### config.mk
export PLATFORM = sky130hd
export DESIGN_NAME = i2c_mask_target
export DESIGN_NICKNAME = d
export VERILOG_FILES = /design/src/rtl/i2c_mask_tgt_pkg.sv /design/src/rtl/i2c_mask_tgt_sync.sv /design/src/rtl/i2c_mask_tgt_match.sv /design/src/rtl/i2c_mask_tgt_fifo.sv /design/src/rtl/i2c_mask_target.sv
export SDC_FILE = /design/constraint.sdc
export NUM_CORES = 1
export LEC_CHECK = 0
export ABC_AREA = 1
export BUFFER_PORTS_ARGS = -buffer_cell sky130_fd_sc_hd__buf_2
export CELL_PAD_IN_SITES_DETAIL_PLACEMENT = 0
export CELL_PAD_IN_SITES_GLOBAL_PLACEMENT = 1
export CORE_ASPECT_RATIO = 1.4
export CORE_MARGIN = 3
export CORE_UTILIZATION = 47
export DETAILED_ROUTE_END_ITERATION = 10
export GPL_TIMING_DRIVEN = 1
export PLACE_DENSITY_LB_ADDON = 0.1
export SYNTH_ARGS = -nofsm -noshare
export SYNTH_HDL_FRONTEND = slang
export SYNTH_HIERARCHICAL = 1
export SYNTH_SLANG_ARGS = --single-unit
### constraint.sdc
create_clock -name clk -period 3.75 [get_ports clk]
set_input_delay 0.1875 -clock clk [delete_from_list [all_inputs] [get_ports clk]]
set_output_delay 0.1875 -clock clk [all_outputs]
set_load 0.01 [all_outputs]
### src/rtl/i2c_mask_tgt_pkg.sv
package i2c_mask_tgt_pkg;
  localparam int ADDR_W = 7;
  localparam int BYTE_W = ADDR_W + 1;
  localparam int CNT_W  = $clog2(BYTE_W + 2);

  typedef enum logic [2:0] {
    ST_IDLE,
    ST_ADDR,
    ST_WDAT,
    ST_RDAT,
    ST_SKIP
  } tgt_state_t;
endpackage

### src/rtl/i2c_mask_tgt_sync.sv
module i2c_mask_tgt_sync #(
  parameter int STAGES = 2
) (
  input  logic clk,
  input  logic rst,
  input  logic scl_i,
  input  logic sda_i,
  output logic scl_q,
  output logic sda_q,
  output logic scl_rise,
  output logic scl_fall,
  output logic start_det,
  output logic stop_det
);
  logic [STAGES-1:0] scl_sh, sda_sh;
  logic scl_p, sda_p;

  always_ff @(posedge clk) begin
    if (rst) begin
      scl_sh <= '1;
      sda_sh <= '1;
      scl_p  <= 1'b1;
      sda_p  <= 1'b1;
    end else begin
      scl_sh <= {scl_sh[STAGES-2:0], scl_i};
      sda_sh <= {sda_sh[STAGES-2:0], sda_i};
      scl_p  <= scl_sh[STAGES-1];
      sda_p  <= sda_sh[STAGES-1];
    end
  end

  assign scl_q     = scl_sh[STAGES-1];
  assign sda_q     = sda_sh[STAGES-1];
  assign scl_rise  = scl_q & ~scl_p;
  assign scl_fall  = ~scl_q & scl_p;
  assign start_det = scl_q & scl_p & sda_p & ~sda_q;
  assign stop_det  = scl_q & scl_p & ~sda_p & sda_q;
endmodule

### src/rtl/i2c_mask_tgt_match.sv
module i2c_mask_tgt_match
  import i2c_mask_tgt_pkg::*;
(
  input  logic              en,
  input  logic [ADDR_W-1:0] rx_addr,
  input  logic [ADDR_W-1:0] own_addr,
  input  logic [ADDR_W-1:0] care_mask,
  output logic              hit
);
  logic [ADDR_W-1:0] diff;

  always_comb begin
    diff = (rx_addr ^ own_addr) & care_mask;
    hit  = en && (diff == '0);
  end
endmodule

### src/rtl/i2c_mask_tgt_fifo.sv
module i2c_mask_tgt_fifo #(
  parameter int DEPTH = 4,
  parameter int WIDTH = 8
) (
  input  logic             clk,
  input  logic             rst,
  input  logic             wr_en,
  input  logic [WIDTH-1:0] wr_data,
  input  logic             rd_en,
  output logic [WIDTH-1:0] rd_data,
  output logic             empty,
  output logic             full
);
  localparam int PTR_W = (DEPTH > 1) ? $clog2(DEPTH) : 1;
  localparam int OCC_W = $clog2(DEPTH + 1);

  logic [WIDTH-1:0] mem [DEPTH];
  logic [PTR_W-1:0] wp, rp;
  logic [OCC_W-1:0] occ;
  logic do_wr, do_rd;

  function automatic logic [PTR_W-1:0] ptr_next(input logic [PTR_W-1:0] p);
    return (p == PTR_W'(DEPTH - 1)) ? '0 : p + 1'b1;
  endfunction

  assign full    = (occ == OCC_W'(DEPTH));
  assign empty   = (occ == '0);
  assign do_wr   = wr_en && !full;
  assign do_rd   = rd_en && !empty;
  assign rd_data = mem[rp];

  always_ff @(posedge clk) begin
    if (do_wr) mem[wp] <= wr_data;
  end

  always_ff @(posedge clk) begin
    if (rst) begin
      wp  <= '0;
      rp  <= '0;
      occ <= '0;
    end else begin
      if (do_wr) wp <= ptr_next(wp);
      if (do_rd) rp <= ptr_next(rp);
      case ({do_wr, do_rd})
        2'b10:   occ <= occ + 1'b1;
        2'b01:   occ <= occ - 1'b1;
        default: occ <= occ;
      endcase
    end
  end

  AST_NO_OVERFLOW: assert property (@(posedge clk) disable iff (rst)
    wr_en |-> !full);
  AST_OCC_LIMIT: assert property (@(posedge clk) disable iff (rst)
    occ <= OCC_W'(DEPTH));
endmodule

### src/rtl/i2c_mask_target.sv
module i2c_mask_target
  import i2c_mask_tgt_pkg::*;
#(
  parameter int FIFO_DEPTH  = 4,
  parameter int SYNC_STAGES = 2
) (
  input  logic              clk,
  input  logic              rst,
  input  logic              scl_i,
  output logic              scl_oe,
  input  logic              sda_i,
  output logic              sda_oe,
  input  logic              cfg_en,
  input  logic [ADDR_W-1:0] cfg_addr,
  input  logic [ADDR_W-1:0] cfg_mask,
  input  logic              cfg_capture,
  input  logic              cfg_force_hold,
  output logic              irq_flag,
  input  logic              irq_clear,
  input  logic              rx_rd,
  output logic [BYTE_W-1:0] rx_data,
  output logic              rx_empty,
  output logic              rx_full,
  input  logic              tx_wr,
  input  logic [BYTE_W-1:0] tx_data,
  output logic              tx_empty
);
  localparam logic [CNT_W-1:0] LAST_BIT = CNT_W'(BYTE_W);
  localparam logic [CNT_W-1:0] ACK_BIT  = CNT_W'(BYTE_W + 1);

  logic scl_q, sda_q, scl_rise, scl_fall, start_det, stop_det;
  logic addr_hit, addr_ok, push, byte_done;
  tgt_state_t st;
  logic [CNT_W-1:0]  bit_cnt;
  logic [BYTE_W-1:0] rx_sh, tx_sh, tx_buf;
  logic tx_valid, rw_bit, m_ack, need_load, hold;

  i2c_mask_tgt_sync #(.STAGES(SYNC_STAGES)) u_sync (
    .clk(clk), .rst(rst), .scl_i(scl_i), .sda_i(sda_i),
    .scl_q(scl_q), .sda_q(sda_q), .scl_rise(scl_rise), .scl_fall(scl_fall),
    .start_det(start_det), .stop_det(stop_det)
  );

  i2c_mask_tgt_match u_match (
    .en(cfg_en), .rx_addr(rx_sh[BYTE_W-1:1]), .own_addr(cfg_addr),
    .care_mask(cfg_mask), .hit(addr_hit)
  );

  assign byte_done = scl_fall && (bit_cnt == LAST_BIT);
  assign addr_ok   = addr_hit && (!cfg_capture || !rx_full);
  assign push      = byte_done &&
                     (((st == ST_ADDR) && addr_ok && cfg_capture) ||
                      ((st == ST_WDAT) && !rx_full));

  i2c_mask_tgt_fifo #(.DEPTH(FIFO_DEPTH), .WIDTH(BYTE_W)) u_fifo (
    .clk(clk), .rst(rst), .wr_en(push), .wr_data(rx_sh),
    .rd_en(rx_rd), .rd_data(rx_data), .empty(rx_empty), .full(rx_full)
  );

  always_ff @(posedge clk) begin
    if (rst) begin
      st        <= ST_IDLE;
      bit_cnt   <= '0;
      rx_sh     <= '0;
      tx_sh     <= '0;
      tx_buf    <= '0;
      tx_valid  <= 1'b0;
      rw_bit    <= 1'b0;
      m_ack     <= 1'b0;
      need_load <= 1'b0;
      hold      <= 1'b0;
      sda_oe    <= 1'b0;
      irq_flag  <= 1'b0;
    end else begin
      if (irq_clear) irq_flag <= 1'b0;
      if (hold && !irq_flag && !need_load) hold <= 1'b0;

      if (start_det) begin
        st        <= ST_ADDR;
        bit_cnt   <= '0;
        sda_oe    <= 1'b0;
        hold      <= 1'b0;
        need_load <= 1'b0;
      end else if (stop_det) begin
        st        <= ST_IDLE;
        sda_oe    <= 1'b0;
        hold      <= 1'b0;
        need_load <= 1'b0;
      end else begin
        if (scl_rise && (st != ST_IDLE) && (st != ST_SKIP)) begin
          if (bit_cnt < LAST_BIT)  rx_sh   <= {rx_sh[BYTE_W-2:0], sda_q};
          if (bit_cnt == LAST_BIT) m_ack   <= !sda_q;
          if (bit_cnt < ACK_BIT)   bit_cnt <= bit_cnt + 1'b1;
        end

        if (scl_fall) begin
          case (st)
            ST_ADDR: begin
              if (bit_cnt == LAST_BIT) begin
                if (addr_ok) begin
                  sda_oe <= 1'b1;
                  rw_bit <= rx_sh[0];
                end else begin
                  st <= ST_SKIP;
                end
              end else if (bit_cnt == ACK_BIT) begin
                bit_cnt <= '0;
                sda_oe  <= 1'b0;
                if (rw_bit) begin
                  st        <= ST_RDAT;
                  need_load <= 1'b1;
                end else begin
                  st <= ST_WDAT;
                end
                if (cfg_force_hold) begin
                  hold     <= 1'b1;
                  irq_flag <= 1'b1;
                end
              end
            end
            ST_WDAT: begin
              if (bit_cnt == LAST_BIT) begin
                if (!rx_full) begin
                  sda_oe   <= 1'b1;
                  irq_flag <= 1'b1;
                end
              end else if (bit_cnt == ACK_BIT) begin
                sda_oe  <= 1'b0;
                bit_cnt <= '0;
              end
            end
            ST_RDAT: begin
              if (bit_cnt == LAST_BIT) begin
                sda_oe <= 1'b0;
              end else if (bit_cnt == ACK_BIT) begin
                if (m_ack) begin
                  bit_cnt   <= '0;
                  need_load <= 1'b1;
                end else begin
                  st <= ST_SKIP;
                end
              end else if (bit_cnt != '0) begin
                sda_oe <= ~tx_sh[BYTE_W-1];
                tx_sh  <= {tx_sh[BYTE_W-2:0], 1'b0};
              end
            end
            default: ;
          endcase
        end

        if ((st == ST_RDAT) && need_load) begin
          if (tx_valid) begin
            tx_sh     <= {tx_buf[BYTE_W-2:0], 1'b0};
            sda_oe    <= ~tx_buf[BYTE_W-1];
            tx_valid  <= 1'b0;
            need_load <= 1'b0;
          end else begin
            hold     <= 1'b1;
            irq_flag <= 1'b1;
          end
        end
      end

      if (tx_wr) begin
        tx_buf   <= tx_data;
        tx_valid <= 1'b1;
      end
    end
  end

  assign scl_oe   = hold;
  assign tx_empty = !tx_valid;

  AST_SKIP_QUIET: assert property (@(posedge clk) disable iff (rst)
    (st == ST_SKIP) |-> !sda_oe);
  AST_HOLD_RELEASE: assert property (@(posedge clk) disable iff (rst)
    ($fell(hold) && !$past(start_det) && !$past(stop_det)) |-> !$past(irq_flag));
  AST_SDA_STILL_SCL_HIGH: assert property (@(posedge clk) disable iff (rst)
    ($past(scl_q) && !$past(start_det) && !$past(stop_det)) |-> $stable(sda_oe));
  AST_PUSH_ROOM: assert property (@(posedge clk) disable iff (rst)
    (push && (st == ST_WDAT)) |=> sda_oe);
endmodule

Word-level counts from Yosys, hierarchy flattened

Memory sizes are Yosys's and may differ from the RTL's. A register that Yosys moved wholly into a read port is not among the register bits.
Cells that the tools add are included.

Output and inout bits: 14
Word-level logic and storage cells: 190
Flip-flop bits (word level): 51
Memories: 1
Memory bits (writable): 32

Memory list:

| memory     | depth | bits a word | rd ports | clocked after memory_dff | wr ports | line                    | source |
|---|---|---|---|---|---|---|---|
| u_fifo.mem | 4     | 8           | 1        | 1                        | 1        | i2c_mask_tgt_fifo.sv:17 | `logic [WIDTH-1:0] mem [DEPTH];` |

Bitwise logic cells: 17
Muxes and demuxes: 80
Order comparisons: 2
Add/subtract/negate cells: 5
Equal/unequal tests: 23
Reduce and logical (&&, ||, !) cells: 42

Operators by type and width:

| cell               | count |
|---|---|
| $mux 8             | 7 |
| $mux 1             | 49 |
| $mux 4             | 8 |
| $mux 3             | 6 |
| $logic_and 1x1->1  | 14 |
| $reduce_and 7->1   | 2 |
| $ne 4x4->1 const B | 3 |
| $pmux 3 s2         | 2 |
| $ne 2x2->1 const B | 5 |
| $eq 4x4->1 const B | 2 |
| $lt 4x4->1 const B | 2 |
| $mux 2             | 4 |
| $not 1->1          | 8 |
| $pmux 4 s2         | 1 |
| $reduce_and 4->1   | 2 |
| $reduce_bool 4->1  | 2 |
| $and 1x1->1        | 7 |
| $and 7x7->7        | 1 |
| $logic_not 1->1    | 7 |
| $logic_not 7->1    | 1 |
| $xor 7x7->7        | 1 |
| $eq 2x2->1 const B | 3 |
| $eq 3x2->1 const B | 2 |
| $ne 3x3->1 const B | 2 |
| other kinds (21)   | 28 |

Longest topological paths before layout

Word-level depth: 12
Gate-level depth with buffers: 21
Depth with buffers taken out: 21

Cells and area by module

The synthesis kept the hierarchy.

By module, submodules not included:

| module             | area an instance (µm²) | seq. area each (µm²) | times used | cells each |
|---|---|---|---|---|
| i2c_mask_target    | 2044.5                 | 760.7                | 1          | 297 |
| i2c_mask_tgt_fifo  | 1702.9                 | 1141.1               | 1          | 147 |
| i2c_mask_tgt_sync  | 197.7                  | 120.1                | 1          | 24 |
| i2c_mask_tgt_match | 158.9                  | 0.0                  | 1          | 40 |

Least setup slack after synthesis

OpenSTA, ideal clock, no wires.

Kind: reg2reg
From: register rx_sh[6]
To: register u_fifo.occ[1]
Required time: 3680 ps
Path slack: 1548 ps
Period minus slack after synthesis: 2202 ps
Data arrival time: 2132 ps
Cell stages (with the launch flop): 16
Buffers on the path: 0
Cell sequence: dfxtp_1 nand2_1 nand2_1 nor2_1 nor2_1 nand2_1 nor2_1 nand2_1 o21ai_0 nand2_1 nor2_1 nand2_2 ha_1 inv_1 fa_1 a21oi_1

Longest elaborated chain between the ends: 12
Elaborated cells between the ends (all ways): 14
Those cells by class: 2 x eq/ne; 1 x mux; 2 x bitwise; 9 x reduce/logical

Ends and longest elaborated chain:

| element                                                | line                     | source |
|---|---|---|
| from (decl)                                            | i2c_mask_target.sv:35    | `logic [BYTE_W-1:0] rx_sh, tx_sh, tx_buf;` |
| from (signal assigned)                                 | i2c_mask_target.sv:91    | `if (bit_cnt < LAST_BIT) rx_sh <= {rx_sh[BYTE_W-2:0], sda_q};` |
| $xor 7x7->7 (*)                                        | i2c_mask_tgt_match.sv:13 | `diff = (rx_addr ^ own_addr) & care_mask;` |
| $and 7x7->7 (*)                                        | i2c_mask_tgt_match.sv:13 |  |
| $logic_not 7->1 (*)                                    | i2c_mask_tgt_match.sv:14 | `hit = en && (diff == '0);` |
| $logic_and 1x1->1 (*)                                  | i2c_mask_tgt_match.sv:14 |  |
| named net addr_hit                                     | i2c_mask_target.sv:32    | `logic addr_hit, addr_ok, push, byte_done;` |
| $logic_and 1x1->1 (*)                                  | i2c_mask_target.sv:50    | `assign addr_ok = addr_hit && (!cfg_capture \|\| !rx_full);` |
| $logic_and 1x1->1 (*) (2 in series)                    | i2c_mask_target.sv:52    | `(((st == ST_ADDR) && addr_ok && cfg_capture) \|\|` |
| $logic_or 1x1->1 (*)                                   | i2c_mask_target.sv:52    |  |
| $logic_and 1x1->1 (*)                                  | i2c_mask_target.sv:51    | `assign push = byte_done &&` |
| named net push                                         | i2c_mask_target.sv:32    |  |
| $logic_and 1x1->1 (*)                                  | i2c_mask_tgt_fifo.sv:28  | `assign do_wr = wr_en && !full;` |
| $eq 2x1->1 / $eq 2x2->1 (equally long branches)        | i2c_mask_tgt_fifo.sv:44  | `case ({do_wr, do_rd})` |
| $pmux 3 s2 / $reduce_bool 2->1 (equally long branches) | n/a                      |  |
| to (signal assigned)                                   | i2c_mask_tgt_fifo.sv:45  | `2'b10: occ <= occ + 1'b1;` |
| to (signal assigned)                                   | i2c_mask_tgt_fifo.sv:46  | `2'b01: occ <= occ - 1'b1;` |
| to (decl)                                              | i2c_mask_tgt_fifo.sv:19  | `logic [OCC_W-1:0] occ;` |

The timed path passes the listed nets; every way through them passes the cells marked *.
A chain may end at the register's enable or synchronous reset.

Worst setup path after layout

From: register rx_sh[6]
To: memory u_fifo.mem[3][3] (enable)

Longest elaborated chain between the ends: 12

Ends and longest elaborated chain:

| element                         | line                     | source |
|---|---|---|
| $xor 7x7->7                     | i2c_mask_tgt_match.sv:13 |  |
| $and 7x7->7                     | i2c_mask_tgt_match.sv:13 |  |
| $logic_not 7->1                 | i2c_mask_tgt_match.sv:14 |  |
| $logic_and 1x1->1               | i2c_mask_tgt_match.sv:14 |  |
| named net addr_hit              | i2c_mask_target.sv:32    |  |
| $logic_and 1x1->1               | i2c_mask_target.sv:50    |  |
| $logic_and 1x1->1 (2 in series) | i2c_mask_target.sv:52    |  |
| $logic_or 1x1->1                | i2c_mask_target.sv:52    |  |
| $logic_and 1x1->1               | i2c_mask_target.sv:51    |  |
| named net push                  | i2c_mask_target.sv:32    |  |
| $logic_and 1x1->1               | i2c_mask_tgt_fifo.sv:28  |  |
| $mux 1                          | i2c_mask_tgt_fifo.sv:33  | `if (do_wr) mem[wp] <= wr_data;` |
| $mux 1 (implied by the code)    | i2c_mask_tgt_fifo.sv:33  |  |
| to (decl)                       | i2c_mask_tgt_fifo.sv:17  |  |

The timed path passes the listed nets, and every way through them passes these cells.

==> results.sh <==
export IMPL_io_pins=46
export IMPL_p_leak_nw=2.05
export IMPL_netlist_area_sq_um=4100
export IMPL_drt_initial_drc_count=191
export IMPL_cts_tree="built"
export IMPL_yosys_top_cells_area="dfxtp_1 26%, edfxtp_1 23%, nor2_1 9.7%"
export IMPL_yosysWarningCount=6
export IMPL_coreArea_sq_um=8340
export IMPL_fmax_ghz=0.392
export IMPL_maxCapViolCount=0
export IMPL_slowest_stage="nor2_1"
export IMPL_cp_max_fo=8
export IMPL_seqCellArea_sq_um=2020
export IMPL_power_mw=2.11
export IMPL_status="completed"
export IMPL_post_route_min_period_ns=2.55
export IMPL_htreeDepth=3
export IMPL_grt_pass1_vias=3199
export IMPL_synth_top_area_share=0.259
export IMPL_cp_end_kind="register"
export IMPL_clkSinkCount=85
export IMPL_route_vias_total=3350
export IMPL_port_buffers=45
export IMPL_yosysTopAreaCell="dfxtp_1"
export IMPL_postCtsHoldBufs=0
export IMPL_hold_ws_ns=0.0328
export IMPL_area_growth_pct=14.5
export IMPL_fin_nets=598
export IMPL_start_util=0.492
export IMPL_layout_drive_gt1_share=0.166
export IMPL_rsz0062_at_grt="false"
export IMPL_path_class="register to register"
export IMPL_synth_fp_nets=550
export IMPL_hpwl_microns=6560
export IMPL_clk_latency_ns=0.33
export IMPL_ys_ff_latch=85
export IMPL_numCtsBuffers=9
export IMPL_drt_pass1_iterations=4
export IMPL_antenna_found_initial=0
export IMPL_cp_arrival_ns=2.50
export IMPL_hold_viol=0
export IMPL_ys_seq_area_frac=0.493
export IMPL_power_density_nw_per_um2=448
export IMPL_cts_buffer_depth=2
export IMPL_synthCells=508
export IMPL_final_max_slew_viol_count=0
export IMPL_die_area_sq_um=9910
export IMPL_layout_common_cells="106 x nor2_1, 92 x nand2_1, 53 x inv_1, 53 x dfxtp_1, 45 x buf_2"
export IMPL_track_usage=0.184
export IMPL_ant_nets=0
export IMPL_grt_overflow=0
export IMPL_min_period_over_period=0.680
export IMPL_cts_repair_resized=0
export IMPL_postCtsSetupBuffers=0
export IMPL_setup_tns_ns=0
export IMPL_place_congestion=0.849
export IMPL_skew_ns=0.0133
export IMPL_antenna_cells=0
export IMPL_cp_start_kind="register"
export IMPL_routed_wl_microns=8550
export IMPL_crit_required_ns=3.70
export IMPL_grt_first_pass_wirelength_microns=14400
export IMPL_peakVddDrop_mv=0.312
export IMPL_fp_dieW_microns=85.0
export IMPL_syn_area_per_cell_sq_um=8.08
export IMPL_layout_commonest_cell="nor2_1"
export IMPL_vias_per_cell=5.05
export IMPL_ys_types=41
export IMPL_multi_input_area_sq_um=1790
export IMPL_hold_path_class="input pin to register"
export IMPL_drc=0
export IMPL_num_fill_cells=828
export IMPL_slew_headroom=0.509
export IMPL_rows=39
export IMPL_ctsRootBufferMaster="clkbuf_16"
export IMPL_max_stage_delay_ns=0.58
export IMPL_tightest_slew_ns=0.734
export IMPL_grt_max_degree=27
export IMPL_clkTransAtPathRegs_ns=0.06
export IMPL_setup_violations=0
export IMPL_wire_per_inst_microns=12.9
export IMPL_die_h_microns=117
export IMPL_cp_cell_sequence="nand2_1 > nand2_1 > nor2_1 > nor2_1 > nand2_1 > nor2_1 > nand2_1 > o21ai_0 > nand2_1 > nor2_1 > nand2_2 > nor2_1"
-- cell families (layout without fill, tap and decap cells) --
group | Yosys count | in the layout | share of synthesized area
compound gates | 75 | 75 | 0.104
xor+xnor | 1 | 1 | 0.00213
buf+inv | 71 | 124 | 0.0716
simple gates | 266 | 266 | 0.298
flops | 85 | 85 | 0.493
fa+ha+maj | 10 | 10 | 0.0323
-- layer usage --
metal  GRT usage  share of wire
met5           0              0
met4      0.0602          0.011
met3      0.0423          0.043
met2       0.343           0.54
met1       0.206           0.41
-- Yosys cell counts (all sizes together) --
cell type / count
nor2: 114
nand2: 96
inv: 60
dfxtp: 53
o21ai: 43
edfxtp: 32
nand3: 22
a21oi: 18
nand4: 14
nand3b: 10
ha: 9
o22ai: 8
buf: 7
or2: 5
clkbuf: 3
nor3: 2
nor4: 2
o21a: 2
o21bai: 2
a211oi: 1
clkinv: 1
fa: 1
nor3b: 1
o31ai: 1
xor2: 1
-- cell type report --
class,instances,share of cell area
sequential,85,0.430
clock buffer,10,0.0487
multi-input combinational,352,0.380
inverter,61,0.0487
timing repair buffer,47,0.0511
tap,102,0.0272
clock inverter,6,0.0136
-- power by group --
part           switching, mW  total, mW  internal, mW  leakage [nW]
Combinational          0.148      0.245        0.0973          1.18
Clock                  0.342      0.858         0.515         0.139
Sequential            0.0291       1.00         0.975         0.726
Total                  0.519       2.11          1.59          2.05
-- through the flow --
stage / cell area [sq um] / util / cells / setup slack [ns]
floorplan: 4100 / - / 508 / 1.55
global placement: 4410 / 0.528 / 647 / 1.23
detailed placement: 4410 / 0.528 / 647 / 1.18
CTS: 4700 / 0.563 / 663 / 1.17
global route: 4700 / 0.563 / 663 / 0.874
finish: 4700 / 0.563 / 663 / 1.20
-- critical path: cells and delay by family, from the launching register on --
family,cells,cell delay [ns]
AO/OA/AOI/OAI,1,0.16
AND/OR/NAND/NOR,11,1.56
flip-flops,1,0.44
-- path summary, 6_finish.rpt --
check,slack [ns],start,to,cells after the start
max,1.20,rx_sh[6],u_fifo/mem[3][3],12
max reg2reg,1.20,rx_sh[6],u_fifo/mem[3][3],12
min reg2reg,0.40,u_sync/sda_sh[0],u_sync/sda_sh[1],1
min,0.03,scl_i,u_sync/scl_sh[0],2
-- sequential cells by signal, indices dropped and copies added, names as in the netlist, 3 cells and up, named ones only --
register    flops
u_fifo/occ      3
tx_sh           8
rx_sh           8
tx_buf          8
bit_cnt         4
u_fifo/mem     32
st              3
Power figures use the tool's default switching activity.
